[config.mk]
export PLATFORM = sky130hd
export DESIGN_NAME = fsk_tag_wavegen
export DESIGN_NICKNAME = d
export VERILOG_FILES = /design/src/rtl/fsk_tag_wavegen.sv
export SDC_FILE = /design/constraint.sdc
export NUM_CORES = 1
export LEC_CHECK = 0
export BUFFER_PORTS_ARGS = -buffer_cell sky130_fd_sc_hd__buf_4
export CORE_UTILIZATION = 50
export DETAILED_ROUTE_END_ITERATION = 6
export PLACE_DENSITY = 0.77
export SYNTH_ARGS = -nofsm -noshare
export SYNTH_HDL_FRONTEND = slang
export SYNTH_SLANG_ARGS = --single-unit
[constraint.sdc]
create_clock -name clk -period 2.8 [get_ports clk]
set_input_delay 0.42 -clock clk [delete_from_list [all_inputs] [get_ports clk]]
set_output_delay 0.42 -clock clk [all_outputs]
set_load 0.01 [all_outputs]
[src/rtl/fsk_tag_wavegen.sv]
module fsk_tag_wavegen #(
  parameter int ID_W     = 44,
  parameter int HI_W     = 32,
  parameter int LO_W     = 32,
  parameter int F8_LEN   = 8,
  parameter int F8_HIGH  = 2,
  parameter int F8_REPS  = 6,
  parameter int F10_LEN  = 10,
  parameter int F10_HIGH = 3,
  parameter int F10_REPS = 5,
  parameter int GROUP    = 4
) (
  input  logic            clk,
  input  logic            rst_n,
  input  logic            load_i,
  input  logic [HI_W-1:0] id_hi_i,
  input  logic [LO_W-1:0] id_lo_i,
  input  logic            enable_i,
  input  logic            carrier_tick_i,
  output logic            coil_o
);
  localparam int HI_USED = ID_W - LO_W;
  localparam int SUB_W   = $clog2(F10_LEN + 1);
  localparam int REP_W   = $clog2(F8_REPS + 1);
  localparam int BIT_W   = $clog2(ID_W);
  localparam logic [7:0] MARK_FC10 = 8'hB8;
  localparam bit FIRST_SEP = ((ID_W - 1) % GROUP) == (GROUP - 1);
  localparam int UNIT8  = F8_LEN * F8_REPS;
  localparam int UNIT10 = F10_LEN * F10_REPS;
  localparam int FRAME_LEN = F8_LEN + 4 * UNIT8 + 4 * UNIT10
                           + ((ID_W + GROUP - 1) / GROUP) * F8_LEN
                           + ID_W * (UNIT8 + UNIT10);

  localparam logic [1:0] SEG_LEAD = 2'd0;
  localparam logic [1:0] SEG_MARK = 2'd1;
  localparam logic [1:0] SEG_SEP  = 2'd2;
  localparam logic [1:0] SEG_BIT  = 2'd3;

  logic [ID_W-1:0]  id_q;
  logic             armed;
  logic [1:0]       seg;
  logic [2:0]       mark_idx;
  logic [BIT_W-1:0] bit_idx;
  logic             half;
  logic [SUB_W-1:0] sub;
  logic [REP_W-1:0] rep;

  logic             id_ok, running, cur_bit, unit_fc10;
  logic [SUB_W-1:0] last_sub, hi_len;
  logic [REP_W-1:0] last_rep;
  logic [BIT_W-1:0] nxt_bit;
  logic             sep_next;

  assign id_ok     = (id_hi_i >> HI_USED) == '0;
  assign running   = armed & enable_i;
  assign cur_bit   = id_q[bit_idx];
  assign unit_fc10 = (seg == SEG_MARK) ? MARK_FC10[mark_idx] :
                     (seg == SEG_BIT)  ? (cur_bit ^ half) : 1'b0;
  assign last_sub  = unit_fc10 ? SUB_W'(F10_LEN - 1) : SUB_W'(F8_LEN - 1);
  assign hi_len    = unit_fc10 ? SUB_W'(F10_HIGH) : SUB_W'(F8_HIGH);
  assign last_rep  = (seg == SEG_LEAD || seg == SEG_SEP) ? '0 :
                     unit_fc10 ? REP_W'(F10_REPS - 1) : REP_W'(F8_REPS - 1);
  assign nxt_bit   = bit_idx - BIT_W'(1);
  assign sep_next  = (nxt_bit % BIT_W'(GROUP)) == BIT_W'(GROUP - 1);
  assign coil_o    = running ? (sub < hi_len) : 1'b1;

  always_ff @(posedge clk or negedge rst_n) begin
    if (!rst_n) begin
      id_q     <= '0;
      armed    <= 1'b0;
      seg      <= SEG_LEAD;
      mark_idx <= '0;
      bit_idx  <= '0;
      half     <= 1'b0;
      sub      <= '0;
      rep      <= '0;
    end else if ((load_i && id_ok) || !running) begin
      if (load_i && id_ok) begin
        id_q  <= {id_hi_i[HI_USED-1:0], id_lo_i};
        armed <= 1'b1;
      end
      seg      <= SEG_LEAD;
      mark_idx <= '0;
      bit_idx  <= '0;
      half     <= 1'b0;
      sub      <= '0;
      rep      <= '0;
    end else if (carrier_tick_i) begin
      if (sub != last_sub) begin
        sub <= sub + SUB_W'(1);
      end else begin
        sub <= '0;
        if (rep != last_rep) begin
          rep <= rep + REP_W'(1);
        end else begin
          rep <= '0;
          case (seg)
            SEG_LEAD: begin
              seg      <= SEG_MARK;
              mark_idx <= '0;
            end
            SEG_MARK: begin
              if (mark_idx != 3'd7) begin
                mark_idx <= mark_idx + 3'd1;
              end else begin
                bit_idx <= BIT_W'(ID_W - 1);
                half    <= 1'b0;
                seg     <= FIRST_SEP ? SEG_SEP : SEG_BIT;
              end
            end
            SEG_SEP: begin
              seg  <= SEG_BIT;
              half <= 1'b0;
            end
            default: begin
              if (!half) begin
                half <= 1'b1;
              end else if (bit_idx == '0) begin
                seg  <= SEG_LEAD;
                half <= 1'b0;
              end else begin
                bit_idx <= nxt_bit;
                half    <= 1'b0;
                seg     <= sep_next ? SEG_SEP : SEG_BIT;
              end
            end
          endcase
        end
      end
    end
  end
endmodule

==> run_results.csv <==
group,metric,value,unit
place,dp_hpwl,5865,µm
finish,final_core_util,72.97,%
finish,final_common_cell,"buf_4",
clock_tree,cts_root_buf,"clkbuf_8",
logic_synthesis,synth_mux_area_share,22.84,%
sta,fmax,304.3,MHz
sta,rsz0062_at_grt,"yes",
finish,drive_gt1_share,52.74,%
critical_path,cp_top_family,"compound AO/OA/AOI/OAI gates",
critical_path,critPathBufInv,1,
sta,fin_ws,-485.9,ps
routing,via_count,2809,
finish,fillers,426,
sta,setup_viol,18,
global_route,overflow,0,
routing,ant_nets,0,
routing,drtIter0Drc,125,
logic_synthesis,synth-edff-count,0,
place,dp_worst_setup_slack,-504.8,ps
status,status,"finished, violations left",
global_route,grtUsageMet3,5.156,%
sta,finalCritPeriodShare,117.4,%
logic_synthesis,synth_top_area_cell,"dfrtp_1",
critical_path,required,3020,ps
floorplanning,num_rows,29,
critical_path,cp-end-kind,"register",
worst_hold_path,hold_class,"input port to async pin",
finish,regArea,1603,µm²
global_route,grt_util_all_layers,24.67,%
global_route,grt_pass1_wl,13820,µm
routing,wire_per_inst,18.03,µm
routing,route.detailed.drc,0,
logic_synthesis,synth_top_family_by_area,"multiplexers",
clock_tree,cts.sinks,64,
global_route,grt_max_degree,65,
pwr,switchingPower,0.0004118,W
pwr,p_comb_share,5.4,%
routing,routed_wl,8636,µm
logic_synthesis,synthSimpleGateAreaFrac,12.84,%
logic_synthesis,synth_xor_xnor_area_share,0.7614,%
logic_synthesis,synth_top_area_share,46.41,%
floorplanning,coreArea,6495,µm²
global_route,antenna_found_initial,0,
logic_synthesis,async_flop_share,100.0,%
pwr,swShare,23.63,%
sta,finalHoldViolCount,0,
floorplanning,die_x,85.08,µm
pwr,p_per_area,367.7,nW/µm²
pwr,p_int,0.001331,W
clock_tree,cts_buffer_depth,2,
finish,diodes,0,
routing,via_per_inst,5.864,
sta,worstMarginPinSlew,794.8,ps
global_route,grt_busiest_layer,"met2",
pwr,seq_power_share,53.0,%
sta,finClkSkew,9.897,ps
floorplanning,io_pins,70,
pwr,ir_drop,353.4,µV
logic_synthesis,synth.area.top_cells,"dfrtp_1 46%, mux2_2 16%, mux4_2 4.6%",
routing,firstDrtPassIters,4,
global_route,grt_util_met2,41.72,%
sta,period_minus_slack,3286,ps
global_route,grt_pass1_vias,2883,
clock_tree,htree_levels,3,
status,violations,"negative setup slack",
logic_synthesis,synthesis.instances,298,
place,io_buffers,69,
pwr,power_frac_clock,41.6,%
logic_synthesis,synth.cell_area,3451,µm²
critical_path,crit_fanout,5,
critical_path,cp_slowest_cell,"mux4_2",
finish,fin_nets,476,
critical_path,path_cells,"mux4_2 > a22o_1 > a31oi_2 > mux2i_1 > o41a_1 > buf_6 > or3_4 > a31o_4 > and4_4 > mux2_2",
sta,relSlewSlack,47.01,%
pwr,power.leakage,2.184,nW
critical_path,worst-setup-path-type,"register to register",
logic_synthesis,yosysUniqueCellTypes,54,
clock_tree,path_clk_slew,80,ps
finish,area_delta_synth_final,37.35,%
logic_synthesis,synthAdderAreaFrac,3.626,%
logic_synthesis,syn_nets,377,
place,finalWeightedCongestion,0.8262,
logic_synthesis,seq_area_frac_synth,46.41,%
clock_tree,cts_tree,"done",
finish,final_cell_mix,"90 x buf_4, 63 x dfrtp_1, 46 x mux2_2",
logic_synthesis,synth_compound_area_share,10.19,%
clock_tree,insertion_delay,330,ps
flow_run,max_cap_violations,0,
clock_tree,cts_buffers,9,
sta,slew_viol_final,0,
critical_path,arrival,3510,ps
logic_synthesis,postSynthAreaPerCell,11.58,µm²
floorplanning,die_y,85.08,µm
critical_path,cp-start-kind,"register",
logic_synthesis,synth-seq-cells,64,
logic_synthesis,yosys_warnings,0,
critical_path,max_stage_delay,520,ps
floorplanning,die-area,7238,µm²
global_route,use_met1,31.72,%
logic_synthesis,synth_top_flop_cell,"dfrtp_1",
finish,multi_input_area,1968,µm²
floorplanning,start_util,53.13,%
==> timing repair <==
item / CTS / global route
hold buffers: 0 / 0
endpoints found under the setup margin: 18 / 19
pin swaps: 10 / 7
setup buffers: 5 / 3
gates cloned: 1 / 0
gates resized for setup: 24 / 31
endpoints found under the hold margin: 0 / 0
==> cell families (layout without fill, tap and decap cells) <==
| group | Yosys count | count (layout) |
|---|---|---|
| flops | 64 | 64 |
| mux | 64 | 64 |
| fa+ha+maj | 10 | 10 |
| simple gates | 81 | 81 |
| buf+inv | 26 | 129 |
| compound gates | 50 | 51 |
| xor+xnor | 3 | 3 |
==> worst paths after layout <==
path | from | end | slack [ps] | cells after the start
max in group asynchronous | rst_n | bit_idx[1] | 2060 | 1
setup reg to reg | bit_idx[1] | mark_idx[0] | -490 | 10
hold reg to reg | id_q[41] | id_q[41] | 510 | 1
hold / removal | rst_n | rep[2] | 160 | 1
min in group clk | id_lo_i[8] | id_q[8] | 310 | 2
setup / recovery | bit_idx[1] | mark_idx[0] | -490 | 10
==> synthesized netlist by cell type, drive strengths merged (3+ instances only) <==
cell type	instances
inv	10
or2	4
a31oi	3
mux2	48
o21ai	8
nor3b	4
mux2i	9
nor4	7
nand2b	4
nor3	6
mux4	7
nor2	19
a21oi	11
nor2b	5
nand2	13
and4	3
buf	6
nand3	4
clkbuf	10
ha	10
dfrtp	64
a22o	7
==> per-layer routing <==
layer  vias to the layer above  part of all wire (%)
met3                        13                   5.0
met4                         0                   1.3
li1                       1303                     -
met2                        91                    55
met5                         -                     0
met1                      1402                    39
==> worst reg2reg max path: stages, from the launching register on <==
cell and delay, ps:
dfrtp_2 450, mux4_2 520, a22o_1 230, a31oi_2 190
mux2i_1 100, o41a_1 470, buf_6 150, or3_4 330
a31o_4 280, and4_4 200, mux2_2 250
==> through the flow <==
stage                     hold WS, ps  setup TNS (ps)  cells  instance area (µm²)  total power [W]
final                           158.1           -6790    479                 4740         0.001743
after global routing            225.9           -8061    479                 4740         0.001807
after CTS                       199.7           -5388    476                 4567         0.001756
after detailed placement        491.6           -6510    455                 4245         0.001037
after global placement          480.3           -5859    455                 4245         0.001035
after floorplan                 124.4          -884.9    298                 3481        0.0009451
==> area by class of cell <==
cell class	count	area share, %
Tap cell	77	2.033
Inverter	10	0.7920
Sequential cell	64	33.82
Clock inverter	6	0.9504
Clock buffer	10	2.904
Multi-Input combinational cell	209	41.53
Timing Repair Buffer	103	17.98
==> sequential cells by signal, indices dropped and copies added (netlist names) <==
| name | cells |
|---|---|
| armed | 1 |
| bit_idx | 6 |
| half | 1 |
| id_q | 44 |
| mark_idx | 3 |
| rep | 3 |
| seg | 2 |
| sub | 4 |
==> power groups by stage <==
stage	sequential, W	clock [W]	combinational [W]
final	0.000924	0.000726	0.0000936
after global routing	0.000923	0.000780	0.000103
after CTS	0.000924	0.000737	0.0000956
after detailed placement	0.000942	0	0.0000952
after global placement	0.000942	0	0.0000931
after floorplan	0.000942	0	0.00000306
Power figures use the tool's default switching activity.
